**config.mk**
```make
export PLATFORM = sky130hd
export DESIGN_NAME = bus_xcvr
export DESIGN_NICKNAME = d
export VERILOG_FILES = /design/src/rtl/bxr_pkg.sv /design/src/rtl/bxr_ctrl.sv /design/src/rtl/bxr_path.sv /design/src/rtl/bus_xcvr.sv
export SDC_FILE = /design/constraint.sdc
export NUM_CORES = 1
export LEC_CHECK = 0
export ABC_AREA = 1
export BUFFER_PORTS_ARGS = -buffer_cell sky130_fd_sc_hd__buf_2
export CORE_ASPECT_RATIO = 0.7
export CORE_MARGIN = 10
export CORE_UTILIZATION = 40
export CTS_CLUSTER_DIAMETER = 40
export CTS_CLUSTER_SIZE = 40
export DETAILED_ROUTE_END_ITERATION = 7
export GPL_ROUTABILITY_DRIVEN = 0
export PLACE_DENSITY = 0.69
export REMOVE_ABC_BUFFERS = 1
export SYNTH_ARGS = -nofsm -noshare
export SYNTH_HDL_FRONTEND = slang
export SYNTH_SLANG_ARGS = --single-unit
```
**constraint.sdc**
```tcl
create_clock -name clk -period 2.6 [get_ports clk]
set_clock_uncertainty 0.15 [all_clocks]
set_input_delay 0.13 -clock clk [delete_from_list [all_inputs] [get_ports clk]]
set_output_delay 0.13 -clock clk [all_outputs]
set_load 0.005 [all_outputs]
```
**src/rtl/bxr_pkg.sv**
```systemverilog
package bxr_pkg;
  // Per-section strobes from control to datapath
  typedef struct packed {
    logic capA;       // load A-side register this edge
    logic capB;       // load B-side register this edge
    logic driveA;     // drive port A
    logic driveB;     // drive port B
    logic useRegToA;  // port A gets stored B data
    logic useRegToB;  // port B gets stored A data
  } laneCtl_t;
endpackage

```
**src/rtl/bxr_ctrl.sv**
```systemverilog
module bxr_ctrl
  import bxr_pkg::*;
#(
  parameter int NUM_SECT = 2
) (
  input  logic                clk,
  input  logic                rstN,
  input  logic [NUM_SECT-1:0] oeN,
  input  logic [NUM_SECT-1:0] dir,
  input  logic [NUM_SECT-1:0] strbAB,
  input  logic [NUM_SECT-1:0] strbBA,
  input  logic [NUM_SECT-1:0] selAB,
  input  logic [NUM_SECT-1:0] selBA,
  output laneCtl_t            ctl [NUM_SECT]
);
  logic [NUM_SECT-1:0] prevAB;
  logic [NUM_SECT-1:0] prevBA;

  always_ff @(posedge clk or negedge rstN) begin
    if (!rstN) begin
      prevAB <= '0;
      prevBA <= '0;
    end else begin
      prevAB <= strbAB;
      prevBA <= strbBA;
    end
  end

  for (genvar s = 0; s < NUM_SECT; s++) begin : g_sect
    always_comb begin
      ctl[s].capA      = strbAB[s] & ~prevAB[s];
      ctl[s].capB      = strbBA[s] & ~prevBA[s];
      ctl[s].driveA    = ~oeN[s] & ~dir[s];
      ctl[s].driveB    = ~oeN[s] &  dir[s];
      ctl[s].useRegToA = selBA[s];
      ctl[s].useRegToB = selAB[s];
    end
  end
endmodule

```
**src/rtl/bxr_path.sv**
```systemverilog
module bxr_path
  import bxr_pkg::*;
#(
  parameter int SECT_W = 8
) (
  input  logic              clk,
  input  logic              rstN,
  input  laneCtl_t          ctl,
  input  logic [SECT_W-1:0] aIn,
  input  logic [SECT_W-1:0] bIn,
  output logic [SECT_W-1:0] aOut,
  output logic              aOe,
  output logic [SECT_W-1:0] bOut,
  output logic              bOe
);
  logic [SECT_W-1:0] regA;
  logic [SECT_W-1:0] regB;

  always_ff @(posedge clk or negedge rstN) begin
    if (!rstN) begin
      regA <= '0;
      regB <= '0;
    end else begin
      if (ctl.capA) regA <= aIn;
      if (ctl.capB) regB <= bIn;
    end
  end

  always_comb begin
    aOut = ctl.useRegToA ? regB : bIn;
    bOut = ctl.useRegToB ? regA : aIn;
    aOe  = ctl.driveA;
    bOe  = ctl.driveB;
  end
endmodule

```
**src/rtl/bus_xcvr.sv**
```systemverilog
module bus_xcvr
  import bxr_pkg::*;
#(
  parameter int NUM_SECT = 2,
  parameter int SECT_W   = 8
) (
  input  logic                       clk,
  input  logic                       rstN,
  input  logic [NUM_SECT-1:0]        oeN,
  input  logic [NUM_SECT-1:0]        dir,
  input  logic [NUM_SECT-1:0]        strbAB,
  input  logic [NUM_SECT-1:0]        strbBA,
  input  logic [NUM_SECT-1:0]        selAB,
  input  logic [NUM_SECT-1:0]        selBA,
  input  logic [NUM_SECT*SECT_W-1:0] aIn,
  output logic [NUM_SECT*SECT_W-1:0] aOut,
  output logic [NUM_SECT-1:0]        aOe,
  input  logic [NUM_SECT*SECT_W-1:0] bIn,
  output logic [NUM_SECT*SECT_W-1:0] bOut,
  output logic [NUM_SECT-1:0]        bOe
);
  laneCtl_t ctl [NUM_SECT];

  bxr_ctrl #(.NUM_SECT(NUM_SECT)) u_ctrl (
    .clk(clk), .rstN(rstN), .oeN(oeN), .dir(dir),
    .strbAB(strbAB), .strbBA(strbBA), .selAB(selAB), .selBA(selBA),
    .ctl(ctl)
  );

  for (genvar s = 0; s < NUM_SECT; s++) begin : g_lane
    bxr_path #(.SECT_W(SECT_W)) u_path (
      .clk(clk), .rstN(rstN), .ctl(ctl[s]),
      .aIn(aIn[s*SECT_W +: SECT_W]), .bIn(bIn[s*SECT_W +: SECT_W]),
      .aOut(aOut[s*SECT_W +: SECT_W]), .aOe(aOe[s]),
      .bOut(bOut[s*SECT_W +: SECT_W]), .bOe(bOe[s])
    );
  end
endmodule

```
==> results of run 1 <==
-- synth_stat cells --
library cell | instances | area, sq um
o21ai_0 | 32 | 160.2
inv_2 | 4 | 15.01
buf_4 | 8 | 60.06
nand3_1 | 32 | 160.2
nand2_4 | 4 | 45.04
nor2_1 | 4 | 15.01
inv_1 | 34 | 127.6
nand2_1 | 96 | 360.4
dfrtp_1 | 36 | 900.9
buf_6 | 4 | 45.04
-- stage by stage --
step	area, sq um	cells	hold slack [ns]	total power, mW	setup WS [ns]
finish	2719	423	0.3140	1.365	1.190
detailed placement	2258	378	0.1076	0.9354	1.589
CTS	2719	423	0.3259	1.387	1.186
global route	2719	423	0.3361	1.466	1.071
floorplan	1784	242	-0.3156	0.7838	1.689
global placement	2258	378	0.1130	0.9304	1.595
-- what timing repair did --
item                                    4_1_cts  5_1_grt
hold endpoints to repair                     72        0
endpoints found under the setup margin        0        0
hold buffers                                 37        0
-- critical path: stages --
cell           delay (ns)
dlygate4sd3_1        0.52
buf_2                0.11
inv_1                0.04
o21ai_0              0.17
buf_2                0.15
-- cell type report --
cell class | instances | area [sq um] | share of cell area [%]
Timing Repair Buffer | 118 | 775.7 | 28.53
Sequential cell | 36 | 900.9 | 33.13
Inverter | 38 | 142.6 | 5.246
Multi-Input combinational cell | 168 | 740.7 | 27.24
Tap cell | 55 | 68.82 | 2.531
Clock buffer | 8 | 90.09 | 3.313
-- routing by layer --
metal	routed length (microns)	part of all wire [%]
met3	595	11
met2	2252	43
met4	31	0.60
met1	2299	44
met5	0	0
-- state kept, by name, summed over array words and instances, names as in the netlist --
register	count
g_lane.u_path.regA	16
g_lane.u_path.regB	16
u_ctrl.prevAB	2
u_ctrl.prevBA	2
-- cell families after synthesis --
logic type	count (synthesis)	share of synthesized area (%)
simple gates	136	30.73
buf+inv	50	13.11
flops	36	47.68
compound gates	32	8.477
-- cell usage in the layout, fill, tap and decap left out, drive strengths merged --
| master | n |
|---|---|
| nand2 | 100 |
| buf | 81 |
| inv | 38 |
| dlygate4sd3 | 37 |
| dfrtp | 36 |
| o21ai | 32 |
| nand3 | 32 |
| clkbuf | 8 |
| nor2 | 4 |
-- final timing paths --
check                                                      from                              endpoint
max in group asynchronous                                  rstN  g_lane[1].u_path.regA[2]$_DFFE_PN0P_
setup / recovery                                         bIn[0]                               aOut[0]
hold reg to reg            g_lane[0].u_path.regB[4]$_DFFE_PN0P_  g_lane[0].u_path.regB[4]$_DFFE_PN0P_
hold / removal                                             rstN  g_lane[0].u_path.regA[2]$_DFFE_PN0P_
setup reg to reg                     u_ctrl.prevBA[0]$_DFF_PN0_  g_lane[0].u_path.regB[5]$_DFFE_PN0P_
min in group clk           g_lane[0].u_path.regB[4]$_DFFE_PN0P_  g_lane[0].u_path.regB[4]$_DFFE_PN0P_
-- power by group through the flow --
stage               Combinational, mW  Sequential [mW]  Clock [mW]
global placement                0.261            0.669           0
global route                    0.353            0.666       0.447
floorplan                       0.123            0.661           0
finish                          0.307            0.659       0.399
CTS                             0.309            0.659       0.419
detailed placement              0.268            0.668           0
==> metrics.cfg, run 1 <==
[run_status]
status=finished, final reports clean

[global_routing]
top_usage_layer=met2
antenna_found_initial=0
track_usage_pct=12.95
grt_pass1_wl_mm=8.542
grt_pass1_vias=1820
use_met2_pct=19.64
gr-usage-met3_pct=6.460
grt_start_max_net_pins=37
grtUsageMet1_pct=15.87
overflow=0

[cts]
cts_buffer_depth=2
cts_setup_buffers=0
ctsResizeCount=0
cts.sink_count=36
root_buffer=clkbuf_8
cts_tree=done
clk_pin_slew_ns=0.07
htreeDepth=2
cts_buffers=5
worst_skew_pair.late_latency_ns=0.28

[critical_path]
worst_setup_path_start_kind=input port
path_max_fanout=2
critPathCaptureType=primary output
r2r_cells=4
worstSetupPathType=input port to primary output
cp.arrival_ns=1.13
rrSetupSlack_ns=1.59
worst_ep_required_time_ns=2.32

[detailed_routing]
finalWirelength_mm=5.178
drc=0
ant_nets=0
routed_via_density=4.499
dr.first_iter.drc_count=57
drt-wirelength-per-cell_microns=12.24
dr.pass1.iters=4
vias=1903

[floorplanning]
dieArea_sq_mm=0.007916
row_count=20
die_y_microns=77.50
start_util_pct=42.42
io_pins=82
die_width_microns=102.1
coreArea_sq_mm=0.004454

[sta]
finalSetupTns_ns=0
slew_violations=0
maxSlewHeadroom_pct=48.18
worst_pin_slew_ns=0.7774
rsz0062_at_grt=false
setup_viol=0
fin_crit_sh_pct=54.24
min_period_ns=1.410
fmax_ghz=0.7092
timing.final.hold_violations=0

[synth]
synth_area_sq_mm=0.001889
seq_area_frac_synth_pct=47.68
ys_ff_latch=36
synth.distinct_cells=10
yosys_warnings=0
netlist_instances=254
synth_area_per_cell_sq_um=7.438

[final_layout]
num-nets-final=413
diodes=0
final_core_util_pct=61.04
syn2layout_area_growth_pct=43.91
nFillCells=395
drive_gt1_share_pct=25.82

[power_and_ir_drop]
power_density_mw_per_mm2=501.9
p_sw_share_pct=27.41
p_clk_share_pct=29.2
p_leak_nw=1.581
combPwrFrac_pct=22.5
sequentialPowerShare_pct=48.3
ir_drop_mv=0.3173
p_sw_uw=374.0
internal_power_uw=990.6

[place]
dpl.hpwl_mm=3.566
port_buffers=81

[job]
drv_cap=0

[hold_path]
hp-class=input port to asynchronous set/reset pin

No activity file was read; power rests on OpenSTA's default activity.
==> run 2, diff against run 1 <==
--- a/config.mk
+++ b/config.mk
@@ -5,7 +5,7 @@
 export SDC_FILE = /design/constraint.sdc
 export NUM_CORES = 1
 export LEC_CHECK = 0
-export ABC_AREA = 1
+export ABC_AREA = 0
 export BUFFER_PORTS_ARGS = -buffer_cell sky130_fd_sc_hd__buf_2
 export CORE_ASPECT_RATIO = 0.7
 export CORE_MARGIN = 10
@@ -14,7 +14,7 @@
 export CTS_CLUSTER_SIZE = 40
 export DETAILED_ROUTE_END_ITERATION = 7
 export GPL_ROUTABILITY_DRIVEN = 0
-export PLACE_DENSITY = 0.69
+export PLACE_DENSITY = 0.72
 export REMOVE_ABC_BUFFERS = 1
 export SYNTH_ARGS = -nofsm -noshare
 export SYNTH_HDL_FRONTEND = slang
==> constraint.sdc (replaced) <==
create_clock -name clk -period 1.21 [get_ports clk]
set_clock_uncertainty 0.15 [all_clocks]
set_input_delay 0.0605 -clock clk [delete_from_list [all_inputs] [get_ports clk]]
set_output_delay 0.0605 -clock clk [all_outputs]
set_load 0.005 [all_outputs]
==> run 2 against run 1 <==
The flow now finishes with violations (negative setup slack). Utilization is 11 points higher. Cell area is 17% higher. Total power grew to 2.7 times the previous value. Via count is 26% lower. Combinational power grew to 4.0 times the previous value. Sequential share of layout area is 4.9 points lower. Global-route usage is 0.13 points higher. Flip-flop and latch count stayed put. Largest cell class is now non-clock buffers.
==> metrics.cfg, run 2 <==
[cts]
worst_skew_pair.late_latency_ns=0.28
clk_pin_slew_ns=0.07
cts.sink_count=36
htreeDepth=2
cts_buffer_depth=2
root_buffer=clkbuf_8
cts_buffers=5
cts_tree=done

[floorplanning]
start_util_pct=42.30
die_width_microns=102.0
io_pins=82
dieArea_sq_mm=0.007900
coreArea_sq_mm=0.004454
row_count=20
die_y_microns=77.43

[critical_path]
reg2reg_to=g_lane[1].u_path.regB[6]$_DFFE_PN0P_
crit_end=aOut[3]
cp-startpoint=g_lane[0].u_path.regB[3]$_DFFE_PN0P_
worstPathCellList=mux2_4 -> buf_6
critPathCaptureType=primary output
cpLargestDelayFamily=flip-flops
r2r_cells=2
crit_cells=2
r2r-start=u_ctrl.prevBA[1]$_DFF_PN0_
worst_path_max_delay_cell=dfrtp_1
slowest_delay_ns=0.40
worstSetupPathType=register to primary output
worst_ep_required_time_ns=1.00
worst_setup_path_start_kind=register
path_max_fanout=2
rrSetupSlack_ns=0
path_buf_inv=1
cp.arrival_ns=1.07

[final_layout]
top_regs=g_lane.u_path.regA (16), g_lane.u_path.regB (16)
final_common_cell=mux2_4
final_area_sq_mm=0.003187
diodes=0
syn2layout_area_growth_pct=69.12
drive_gt1_share_pct=68.29
num-nets-final=291
nFillCells=302
final_cell_mix=mux2_4, buf_2, dlygate4sd3_1, dfrtp_1, buf_6
final_core_util_pct=71.54

[detailed_routing]
met2_length_mm=2.583
drc=0
drt-wirelength-per-cell_microns=17.38
ant_nets=0
dr.pass1.iters=4
dr_wl_met3_microns=522
finalWirelength_mm=5.231
routed_via_density=4.688
wl_met1_mm=2.102
vias=1411
dr.first_iter.drc_count=21
top_layer=met4

[sta]
setup_viol=32
finalSetupTns_ns=-1.509
slew_violations=0
rsz0062_at_grt=true
fin_crit_sh_pct=105.6
maxSlewHeadroom_pct=81.84
min_period_ns=1.277
setup_slack_ns=-0.06718
timing.final.hold_violations=0
worst_pin_slew_ns=0.2723
fmax_ghz=0.7830

[hold_path]
hold_depth=3
hp-class=input port to register

[synth]
ys_ff_latch=36
yosysTopAreaCellShare_pct=47.81
synth.distinct_cells=10
yosys_warnings=0
netlist_instances=120
synth_area_per_cell_sq_um=15.70
yosysTopAreaCell=dfrtp_1
yosysMostFrequentCell=mux2_2
synth_area_sq_mm=0.001884
seq_area_frac_synth_pct=47.81
ys_top_cells_by_area=dfrtp_1, mux2_2, mux2_4
synthFlopType=dfrtp_1
synth-edff-count=0
synth_commonest_cells=mux2_2, dfrtp_1, mux2_4
async_flop_share_pct=100.0

[power_and_ir_drop]
p_clk_share_pct=27.5
combPwrFrac_pct=32.9
sequentialPowerShare_pct=39.6
p_sw_share_pct=23.24
ir_drop_mv=0.6985
power_density_mw_per_mm2=1161
p_total_mw=3.699
internal_power_mw=2.840
p_sw_uw=859.8
p_leak_nw=1.650

[place]
port_buffers=81
place_area_sq_mm=0.002295
place_ws_ns=0.03488

[global_routing]
track_usage_pct=13.08
grt_start_max_net_pins=37
grt_pass1_wl_mm=8.376
overflow=0
antenna_found_initial=0
grt_pass1_vias=1661

[job]
drv_cap=0

[run_status]
status=finished, violations left
violations=negative setup slack

-- run 2: cell count changes in the layout (fill, tap and decap cells not counted), moves of 4 or more --
cell	change
nand2_1	-96
mux2_4	+59
buf_2	-35
inv_1	-34
buf_6	+32
nand3_1	-32
o21ai_0	-32
buf_4	+13
mux2_2	+5
inv_2	-4
nand2_4	-4
nand2b_4	+4
-- run 2: power by group through the flow --
stage	clock (mW)	combinational, mW	sequential (mW)
after detailed placement	0	0.738	1.47
final	1.02	1.22	1.46
after global routing	1.10	1.31	1.48
after global placement	0	0.721	1.47
after CTS	1.05	1.10	1.46
after floorplan	0	0.429	1.44
-- run 2: layout make-up --
| type | instances | area (sq um) | area share, % |
|---|---|---|---|
| Clock buffer | 6 | 72.57 | 2.277 |
| Clock inverter | 2 | 35.03 | 1.099 |
| Multi-Input combinational cell | 73 | 1031 | 32.35 |
| Sequential cell | 36 | 900.9 | 28.27 |
| Tap cell | 55 | 68.82 | 2.159 |
| Timing Repair Buffer | 129 | 1079 | 33.84 |
-- run 2: logic make-up (layout without fill, tap and decap cells) --
kind of cell	Yosys count	count (layout)	synth area share, %
mux	64	64	43.03
flops	36	36	47.81
buf+inv	11	137	4.449
simple gates	9	9	4.714
-- run 2: how the worst min path moves through the flow --
stage,start,to
floorplan,rstN,g_lane[0].u_path.regA[0]$_DFFE_PN0P_
global placement,rstN,g_lane[1].u_path.regB[7]$_DFFE_PN0P_
detailed placement,rstN,g_lane[1].u_path.regB[7]$_DFFE_PN0P_
CTS,strbBA[1],g_lane[1].u_path.regB[1]$_DFFE_PN0P_
global route,strbBA[1],g_lane[1].u_path.regB[2]$_DFFE_PN0P_
finish,strbBA[1],g_lane[1].u_path.regB[2]$_DFFE_PN0P_
-- run 2: routing by layer --
layer  vias to the layer above  global-route usage (%)
met3                         4                   5.752
li1                        665                       -
met1                       688                   14.33
met4                         0                   2.949
met5                         -                       0
met2                        54                   22.78
-- run 2: per-stage QoR --
step	hold WS (ns)	instances
2_1_floorplan	-0.3851	109
3_3_place_gp	-0.1134	246
3_5_place_dp	-0.1129	246
4_1_cts	0.01889	295
5_1_grt	0.02856	301
6_report	0.03161	301
-- run 2: worst reg2reg max path, cell delays in order, from the launching register on --
cell and delay, ns:
dfrtp_1 0.41, nor2b_4 0.19, mux2_2 0.35
-- run 2: repair_timing --
item	in CTS	in global routing
hold endpoints to repair	72	0
gates resized for setup	56	11
hold buffers	37	0
pin swaps	0	0
gates cloned	0	0
setup endpoints to repair	32	46
buffers inserted	4	9
==> run 3, diff against run 2 <==
--- a/config.mk
+++ b/config.mk
@@ -14,7 +14,7 @@
 export CTS_CLUSTER_SIZE = 40
 export DETAILED_ROUTE_END_ITERATION = 7
 export GPL_ROUTABILITY_DRIVEN = 0
-export PLACE_DENSITY = 0.72
+export PLACE_DENSITY = 0.69
 export REMOVE_ABC_BUFFERS = 1
 export SYNTH_ARGS = -nofsm -noshare
 export SYNTH_HDL_FRONTEND = slang
==> constraint.sdc (replaced) <==
create_clock -name clk -period 1.3 [get_ports clk]
set_clock_uncertainty 0.15 [all_clocks]
set_input_delay 0.065 -clock clk [delete_from_list [all_inputs] [get_ports clk]]
set_output_delay 0.065 -clock clk [all_outputs]
set_load 0.005 [all_outputs]
==> run 3 against run 2 <==
Cell count down 0.33%. Sequential share of layout area grew 1.6 points. Total power is 15% lower. Clock-buffer cell count did not move. Non-clock buffer count fell by 1. Hold slack improved by 0.081 ns. Cell area down 5.4%. The run now ends clean. Setup slack improved by 0.083 ns. Sequential power down 7%. Global-route usage is 1.8 points lower. Critical endpoint is now bOut[4].
==> metrics.cfg, run 3 (synthesis results as in run 2) <==
[final_layout]
drive_gt1_share_pct=68.57
final_cells=300
final_common_cell=buf_2
top_regs=g_lane.u_path.regA (16), g_lane.u_path.regB (16)
syn2layout_area_growth_pct=59.96
diodes=0
num-nets-final=290
final_area_sq_mm=0.003014
nFillCells=327
final_cell_mix=buf_2, mux2_4, dlygate4sd3_1, dfrtp_1, mux2_2

[place]
port_buffers=81
placedCellCount=246
dpl.hpwl_mm=3.157
place_area_sq_mm=0.002295

[detailed_routing]
drt-wirelength-per-cell_microns=16.49
drc=0
dr.pass1.iters=4
dr.first_iter.drc_count=22
wl_met1_mm=1.927
ant_nets=0
vias=1412
met2_length_mm=2.512
finalWirelength_mm=4.948
top_layer=met4
dr_wl_met3_microns=474
routed_via_density=4.707

[power_and_ir_drop]
internal_power_mw=2.382
p_sw_uw=763.6
power_density_mw_per_mm2=1044
p_sw_share_pct=24.28
combPwrFrac_pct=31.5
sequentialPowerShare_pct=43.1
ir_drop_mv=0.4627
p_leak_nw=1.541
p_clk_share_pct=25.3

[sta]
finalSetupTns_ns=0
worst_pin_slew_ns=0.4575
maxSlewHeadroom_pct=69.50
fmax_ghz=0.7787
min_period_ns=1.284
fin_crit_sh_pct=98.79
rsz0062_at_grt=true
setup_viol=0
slew_violations=0
timing.final.hold_violations=0

[global_routing]
antenna_found_initial=0
grt_start_max_net_pins=20
grt_pass1_vias=1565
overflow=0
grt_pass1_wl_mm=7.210
track_usage_pct=11.23

[critical_path]
cp.arrival_ns=1.07
path_max_fanout=2
critPathCaptureType=primary output
worst_setup_path_start_kind=register
worst_ep_required_time_ns=1.09
rrSetupSlack_ns=0.11
worstSetupPathType=register to primary output

[cts]
cts_buffer_depth=2
cts.sink_count=36
clk_pin_slew_ns=0.07
root_buffer=clkbuf_8
cts_tree=done
cts_buffers=5
worst_skew_pair.late_latency_ns=0.28
htreeDepth=2

[job]
drv_cap=0

[floorplanning]
coreArea_sq_mm=0.004454
io_pins=82
dieArea_sq_mm=0.007900
die_y_microns=77.43
start_util_pct=42.30
row_count=20
die_width_microns=102.0

[run_status]
status=finished, final reports clean

[hold_path]
hp-class=input port to asynchronous set/reset pin

## run 3: changes by cell type in the layout (fill, tap and decap cells not counted), moves of 3 or more
| cell | previous run | this run |
|---|---|---|
| mux2_2 | 5 | 22 |
| mux2_4 | 59 | 42 |
| buf_2 | 46 | 61 |
| buf_6 | 32 | 19 |
| buf_4 | 13 | 10 |
## run 3: metal layers
layer	up-vias	GRT usage, %
met4	0	4.213
met2	47	17.91
met1	698	13.02
met5	-	0
li1	665	-
met3	2	4.956
## run 3: final cells by class
class | instances | area (sq um) | share of cell area (%)
Timing Repair Buffer | 128 | 984.7 | 32.67
Multi-Input combinational cell | 73 | 967.2 | 32.09
Sequential cell | 36 | 900.9 | 29.89
Clock buffer | 6 | 82.58 | 2.740
Tap cell | 55 | 68.82 | 2.283
Clock inverter | 2 | 10.01 | 0.3321
## run 3: through the flow
step / worst slack [ns] / hold slack [ns] / util, % / power, mW
after floorplan: 0.1654 / -0.3806 / - / 1.743
after global placement: 0.1381 / -0.1103 / 51.52 / 2.043
after global routing: -0.02097 / 0.1576 / 67.67 / 3.329
final: 0.01573 / 0.1122 / 67.67 / 3.146
after detailed placement: 0.1206 / -0.1059 / 51.52 / 2.052
after CTS: 0.01503 / 0.1251 / 61.91 / 2.943
## run 3: worst paths after layout
path                                                 startpoint                              endpoint  cells after the start
max                        g_lane[0].u_path.regA[4]$_DFFE_PN0P_                               bOut[4]                      2
min                                                        rstN            u_ctrl.prevAB[0]$_DFF_PN0_                      2
max reg2reg                          u_ctrl.prevBA[1]$_DFF_PN0_  g_lane[1].u_path.regB[4]$_DFFE_PN0P_                      2
min reg2reg                g_lane[1].u_path.regB[7]$_DFFE_PN0P_  g_lane[1].u_path.regB[7]$_DFFE_PN0P_                      1
max in group asynchronous                                  rstN  g_lane[0].u_path.regB[0]$_DFFE_PN0P_                      3
min in group clk                                         dir[0]                                aOe[0]                      3
## run 3: power by group through the flow
| stage | clock (mW) | combinational (mW) | sequential, mW |
|---|---|---|---|
| after floorplan | 0 | 0.400 | 1.34 |
| after detailed placement | 0 | 0.689 | 1.36 |
| final | 0.797 | 0.992 | 1.36 |
| after global placement | 0 | 0.673 | 1.37 |
| after global routing | 0.884 | 1.07 | 1.38 |
| after CTS | 0.821 | 0.774 | 1.35 |
## run 3: what timing repair did
item / in CTS / in global routing
hold buffers: 37 / 0
hold endpoints to repair: 72 / 0
resized for setup: 0 / 38
endpoints found under the setup margin: 0 / 27
setup buffers: 0 / 9
## run 3: critical path: stages (launching register included)
cell	delay, ns
dfrtp_1	0.40
mux2_4	0.27
buf_6	0.12
